### src/rtl/uart_gctl_pkg.sv
package uart_gctl_pkg;

  localparam int ADR_CTL = 0;
  localparam int ADR_LO  = 1;
  localparam int ADR_HI  = 2;
  localparam int ADR_OVS = 3;
  localparam int ADR_RST = 4;

  typedef enum logic [2:0] {
    RD_NONE = 3'd0,
    RD_CTL  = 3'd1,
    RD_LO   = 3'd2,
    RD_HI   = 3'd3,
    RD_OVS  = 3'd4
  } rdSel_e;

  typedef struct packed {
    logic   wrCtl;
    logic   wrLo;
    logic   wrHi;
    logic   wrOvs;
    logic   wrRst;
    logic   rdCtl;
    rdSel_e rdSel;
  } strobe_t;

endpackage

### src/rtl/gctl_ctrl.sv
module gctl_ctrl
  import uart_gctl_pkg::*;
#(
  parameter int ADDR_W = 3
) (
  input  logic [ADDR_W-1:0] busAddr,
  input  logic              busWr,
  input  logic              busRd,
  output strobe_t           stb
);

  logic hitCtl, hitLo, hitHi, hitOvs, hitRst;

  always_comb begin
    hitCtl = (busAddr == ADDR_W'(ADR_CTL));
    hitLo  = (busAddr == ADDR_W'(ADR_LO));
    hitHi  = (busAddr == ADDR_W'(ADR_HI));
    hitOvs = (busAddr == ADDR_W'(ADR_OVS));
    hitRst = (busAddr == ADDR_W'(ADR_RST));

    stb.wrCtl = busWr && hitCtl;
    stb.wrLo  = busWr && hitLo;
    stb.wrHi  = busWr && hitHi;
    stb.wrOvs = busWr && hitOvs;
    stb.wrRst = busWr && hitRst;
    stb.rdCtl = busRd && hitCtl;

    if (hitCtl)      stb.rdSel = RD_CTL;
    else if (hitLo)  stb.rdSel = RD_LO;
    else if (hitHi)  stb.rdSel = RD_HI;
    else if (hitOvs) stb.rdSel = RD_OVS;
    else             stb.rdSel = RD_NONE;
  end

endmodule

### src/rtl/gctl_dp.sv
module gctl_dp
  import uart_gctl_pkg::*;
#(
  parameter int NCH    = 4,
  parameter int DATA_W = 8
) (
  input  logic              clk,
  input  logic              rstN,
  input  strobe_t           stb,
  input  logic [DATA_W-1:0] busWdata,
  output logic [DATA_W-1:0] busRdata,
  output logic [NCH-1:0]    ovsSel,
  output logic [NCH-1:0]    chanRst,
  output logic              timerIrq
);

  localparam int TMR_W = 2 * DATA_W;

  logic [TMR_W-1:0] reloadVal;
  logic [TMR_W-1:0] cnt;
  logic             tmrEn;
  logic             tmrPeriodic;
  logic             irqFlag;
  logic [NCH-1:0]   ovsReg;
  logic [NCH-1:0]   rstPulse;
  logic             reloadNz;
  logic             doCount;
  logic             hitZero;
  logic             needLoad;

  always_comb begin
    reloadNz = |reloadVal;
    doCount  = tmrEn && reloadNz && (cnt != '0);
    hitZero  = doCount && (cnt == TMR_W'(1));
    needLoad = tmrEn && reloadNz && (cnt == '0);
  end

  // reload value bytes
  always_ff @(posedge clk or negedge rstN) begin
    if (!rstN) begin
      reloadVal <= '0;
    end else begin
      if (stb.wrLo) reloadVal[DATA_W-1:0]     <= busWdata;
      if (stb.wrHi) reloadVal[TMR_W-1:DATA_W] <= busWdata;
    end
  end

  // timer control and counter
  always_ff @(posedge clk or negedge rstN) begin
    if (!rstN) begin
      tmrEn       <= 1'b0;
      tmrPeriodic <= 1'b0;
      cnt         <= '0;
    end else if (stb.wrCtl) begin
      tmrEn       <= busWdata[0];
      tmrPeriodic <= busWdata[1];
      if (busWdata[0]) cnt <= reloadVal;
    end else if (hitZero) begin
      if (tmrPeriodic) begin
        cnt <= reloadVal;
      end else begin
        cnt   <= '0;
        tmrEn <= 1'b0;
      end
    end else if (doCount) begin
      cnt <= cnt - TMR_W'(1);
    end else if (needLoad) begin
      cnt <= reloadVal;
    end
  end

  // pending flag: expiry wins over a clearing read
  always_ff @(posedge clk or negedge rstN) begin
    if (!rstN)           irqFlag <= 1'b0;
    else if (hitZero)    irqFlag <= 1'b1;
    else if (stb.rdCtl)  irqFlag <= 1'b0;
  end

  always_ff @(posedge clk or negedge rstN) begin
    if (!rstN)          ovsReg <= '0;
    else if (stb.wrOvs) ovsReg <= busWdata[NCH-1:0];
  end

  for (genvar ch = 0; ch < NCH; ch++) begin : g_rst
    always_ff @(posedge clk or negedge rstN) begin
      if (!rstN) rstPulse[ch] <= 1'b0;
      else       rstPulse[ch] <= stb.wrRst && busWdata[ch];
    end


    rst_pulse_src_chk: assert property (@(posedge clk) disable iff (!rstN)
      rstPulse[ch] |-> ($past(stb.wrRst) && $past(busWdata[ch])));
  end

  always_comb begin
    case (stb.rdSel)
      RD_CTL:  busRdata = DATA_W'({irqFlag, tmrPeriodic, tmrEn});
      RD_LO:   busRdata = reloadVal[DATA_W-1:0];
      RD_HI:   busRdata = reloadVal[TMR_W-1:DATA_W];
      RD_OVS:  busRdata = DATA_W'(ovsReg);
      default: busRdata = '0;
    endcase
  end

  assign ovsSel   = ovsReg;
  assign chanRst  = rstPulse;
  assign timerIrq = irqFlag;


  irq_clear_chk: assert property (@(posedge clk) disable iff (!rstN)
    (stb.rdCtl && !hitZero) |=> !irqFlag);


  zero_reload_idle_chk: assert property (@(posedge clk) disable iff (!rstN)
    (reloadVal == '0 && !irqFlag) |=> !irqFlag);


  oneshot_stop_chk: assert property (@(posedge clk) disable iff (!rstN)
    (hitZero && !tmrPeriodic && !stb.wrCtl) |=> (!tmrEn && cnt == '0));


  count_step_chk: assert property (@(posedge clk) disable iff (!rstN)
    (tmrEn && reloadNz && cnt > TMR_W'(1) && !stb.wrCtl)
      |=> (cnt == $past(cnt) - TMR_W'(1)));

endmodule

### src/rtl/uart_gctl.sv
module uart_gctl
  import uart_gctl_pkg::*;
#(
  parameter int NCH    = 4,
  parameter int DATA_W = 8,
  parameter int ADDR_W = 3
) (
  input  logic              clk,
  input  logic              rstN,
  input  logic [ADDR_W-1:0] busAddr,
  input  logic              busWr,
  input  logic              busRd,
  input  logic [DATA_W-1:0] busWdata,
  output logic [DATA_W-1:0] busRdata,
  output logic [NCH-1:0]    ovsSel,
  output logic [NCH-1:0]    chanRst,
  output logic              timerIrq
);

  strobe_t stb;

  gctl_ctrl #(.ADDR_W(ADDR_W)) ctrl_i (
    .busAddr (busAddr),
    .busWr   (busWr),
    .busRd   (busRd),
    .stb     (stb)
  );

  gctl_dp #(.NCH(NCH), .DATA_W(DATA_W)) dp_i (
    .clk      (clk),
    .rstN     (rstN),
    .stb      (stb),
    .busWdata (busWdata),
    .busRdata (busRdata),
    .ovsSel   (ovsSel),
    .chanRst  (chanRst),
    .timerIrq (timerIrq)
  );

endmodule

### config.mk
export PLATFORM = sky130hd
export DESIGN_NAME = uart_gctl
export DESIGN_NICKNAME = d
export VERILOG_FILES = /design/src/rtl/uart_gctl_pkg.sv /design/src/rtl/gctl_ctrl.sv /design/src/rtl/gctl_dp.sv /design/src/rtl/uart_gctl.sv
export SDC_FILE = /design/constraint.sdc
export NUM_CORES = 1
export LEC_CHECK = 0
export BUFFER_PORTS_ARGS = -buffer_cell sky130_fd_sc_hd__buf_2
export CORE_ASPECT_RATIO = 0.75
export CORE_MARGIN = 10
export CORE_UTILIZATION = 25
export CTS_BUF_LIST = sky130_fd_sc_hd__clkbuf_8
export CTS_CLUSTER_SIZE = 8
export DETAILED_ROUTE_END_ITERATION = 12
export PLACE_DENSITY = 0.47
export SYNTH_ARGS = -nofsm -noshare
export SYNTH_HDL_FRONTEND = slang
export SYNTH_SLANG_ARGS = --single-unit
### constraint.sdc
create_clock -name clk -period 1.9 [get_ports clk]
set_input_delay 0.285 -clock clk [delete_from_list [all_inputs] [get_ports clk]]
set_output_delay 0.285 -clock clk [all_outputs]
set_load 0.01 [all_outputs]
==> results by group <==
Routing
  • Drt pass-1 iters: 4
  • Drt wl/cell: 17.7 um
  • Routed WL: 8.61 mm
  • DRT iter0 DRCs: 203
  • # DRC: 0
  • Via/cell ratio: 4.86
  • Antenna Nets Post-Route: 0
  • Vias: 2368

Run
  • MaxCap Viol Count: 0

Clocking
  • Clk_lat worst skew: 0.32 ns
  • Clock tree buffer depth: 2
  • Clock sink count: 43
  • CTS tree: done
  • Clock-pin slew on the worst setup and hold paths: 0.09 ns
  • CTS root buf: clkbuf_8
  • CTS H-tree lvls: 2
  • Cts bufs inserted: 5

STA
  • Final worst setup slack: -0.362 ns
  • RSZ-0062 raised after global routing: true
  • Relative slew margins: 0.639
  • Worst clock skew: 0.00903 ns
  • Min Tclk post-route: 2.26 ns
  • Fmax achieved: 0.442 GHz
  • Final worst-path cycle share: 1.19
  • Fin. Hold Viols: 0
  • Fin. max-slew vios: 0
  • Final setup fails: 18
  • Setup TNS: -4.72 ns
  • Worst-margin pin slew: 0.534 ns
  • Worst hold margin: 0.214 ns

Logic synthesis
  • Number of synthesized flops with an enable pin: 0
  • Post-synth ARST share: 1.00
  • Post-Syn Area: 0.00257 mm^2
  • Mean post-synth cell area: 10.6 um^2
  • Register bit total from synthesis: 43
  • Yosys cell types: 57
  • Most used flip-flop cell after synthesis: dfrtp_1
  • Synthesis Warnings: 0
  • Syn nets: 261
  • Syn Inst Count: 243
  • Sequential fraction of the synthesis area: 0.418

Global routing
  • Total grt overflow: 0
  • Initial antenna violation count: 0
  • First-pass GRT wire length: 13.6 mm
  • GRT met1 Usage: 0.180
  • Largest net degree at the start of global routing: 23
  • Layer with the highest usage: met1
  • Met2 Use GR: 0.151
  • Number of global-route vias before repair: 2384
  • GR Util All Layers: 0.119
  • Met3 Use GR: 0.0401

Setup path
  • Crit Path Max Fanout: 7
  • CP Buf/Inv Count: 2
  • Worst EP required: 2.10 ns
  • Critical path's slowest cell: or4_4
  • Worst Setup Start Kind: flip-flop
  • CP max stage delay: 0.56 ns
  • Crit path capture type: flip-flop
  • CP arrival: 2.46 ns
  • Cell Chain, Critical Path: or4_4 -> buf_6 -> o41ai_4 -> o41ai_2 -> buf_4 -> a221o_2
  • Delay-heaviest family, CP: compound AO/OA/AOI/OAI gates
  • Critical path class: flip-flop to flip-flop

Status
  • Status: finished with violations
  • Failing checks: negative setup slack

Final layout
  • Area growth, synth to finish: 46.4%
  • Nets: 372
  • Antenna cells: 0
  • Commonest cells after routing, fill and taps aside: buf_4, dfrtp_1, buf_2
  • Finished Layout Cells: 487
  • Commonest non-fill, non-tap cell in the layout: buf_4
  • Post-Layout Inst Area: 0.00377 mm^2
  • Share of layout cells above drive strength 1: 0.504

Placed design
  • Placed Cells: 470
  • I/O Buffers: 31
  • Post-placement cell area: 0.00343 mm^2
  • Post-DP HPWL: 6.80 mm
  • Gpl congestion: 0.913
  • Place WS: -0.292 ns

Power and ir drop
  • Cell Pwr Density: 1280 mW/mm^2
  • Leak Pwr: 1.66 nW
  • Maximum VDD drop: 0.390 mV

Floorplanning
  • FP Rows: 31
  • Die outline area: 0.0148 mm^2
  • Area of the core: 0.00985 mm^2
  • Initial Util: 0.261
  • Die Height: 108 um
  • Die width: 137 um
  • I/O pin cnt: 32

Hold path
  • Hold Crit Class: input pin to flip-flop
metal layers:
metal	part of all wire	vias to the layer above	routed length [um]
met5	0	-	0
met2	0.41	52	3520
met4	0.012	0	101
li1	-	1147	-
met3	0.066	9	570
met1	0.51	1160	4420
registers in the layout, summed over array words and instances, names as in the netlist:
signal	cells
dp_i.timerIrq	1
dp_i.cnt	16
dp_i.ovsSel	4
dp_i.tmrEn	1
dp_i.reloadVal	16
dp_i.tmrPeriodic	1
dp_i.chanRst	4
metrics by stage:
| step | util | power (mW) |
|---|---|---|
| final | 0.382 | 4.81 |
| after global routing | 0.382 | 5.11 |
| after CTS | 0.370 | 4.73 |
| after global placement | 0.348 | 3.75 |
| after floorplan | - | 2.59 |
| after detailed placement | 0.348 | 3.74 |
power by group:
group          total, mW  internal (mW)  leakage, nW  switching (mW)
Clock              0.894          0.525       0.0644           0.369
Combinational       2.49           1.29         1.06            1.20
Sequential          1.42           1.17        0.540           0.257
cells in the mapped netlist (3+ instances only):
cell,count,area (um^2)
a21oi_1,7,35.0
a22oi_1,7,52.6
a31oi_1,4,25.0
and2_1,4,25.0
clkbuf_1,3,11.3
dfrtp_1,43,1080
ha_1,3,37.5
inv_1,6,22.5
mux2_2,21,236
nand2_1,32,120
nand3_1,4,20.0
nand3b_1,3,22.5
nor2_1,15,56.3
nor2b_1,6,37.5
nor3_1,6,30.0
nor3b_1,4,30.0
o211ai_1,8,60.1
o21ai_0,6,30.0
or3_1,3,18.8
or4_1,4,30.0
xnor2_1,3,26.3
final timing paths:
path	from	endpoint	slack [ns]	cells past startpoint
worst max-delay path	dp_i.reloadVal[0]	dp_i.cnt[7]	-0.36	6
worst min-delay path	busWdata[6]	dp_i.reloadVal[14]	0.21	2
worst max register to register	dp_i.reloadVal[0]	dp_i.cnt[7]	-0.36	6
worst min register to register	dp_i.ovsSel[3]	dp_i.ovsSel[3]	0.54	1
max in group asynchronous	rstN	dp_i.reloadVal[6]	0.82	3
min in group asynchronous	rstN	dp_i.cnt[9]	0.47	2
worst reg2reg max path, cell delays in order, from the launching register on:
cell and delay, ns:
dfrtp_1 0.40, or4_4 0.56, buf_6 0.14, o41ai_4 0.39, o41ai_2 0.15, buf_4 0.18, a221o_2 0.33
kinds of logic (layout without fill, tap and decap cells):
kind of cell | after synthesis | count (layout) | synth area share
and+or+nand+nor | 98 | 98 | 0.224
AOI/OAI and AO/OA | 56 | 56 | 0.181
DFF | 43 | 43 | 0.418
muxes | 24 | 24 | 0.120
buffers and inverters | 15 | 127 | 0.0287
xor gates and xnor gates | 4 | 4 | 0.0136
adders and majority gates | 3 | 3 | 0.0146
area by class of cell:
cell class	instances	area [um^2]
Clock inverter	3	67.6
Inverter	6	22.5
Sequential cell	43	1080
Tap cell	132	165
Clock buffer	5	68.8
Timing Repair Buffer	113	835
Fill cell	1006	6090
Multi-Input combinational cell	185	1530
what timing repair did:
action / in CTS / in global routing
setup buffers: 3 / 7
resized for setup: 16 / 20
pin swaps: 15 / 16
hold buffers: 1 / 0
cloned: 0 / 0
endpoints found under the hold margin: 20 / 0
endpoints found under the setup margin: 20 / 21
Note: power is estimated with default switching activity, not from simulation.
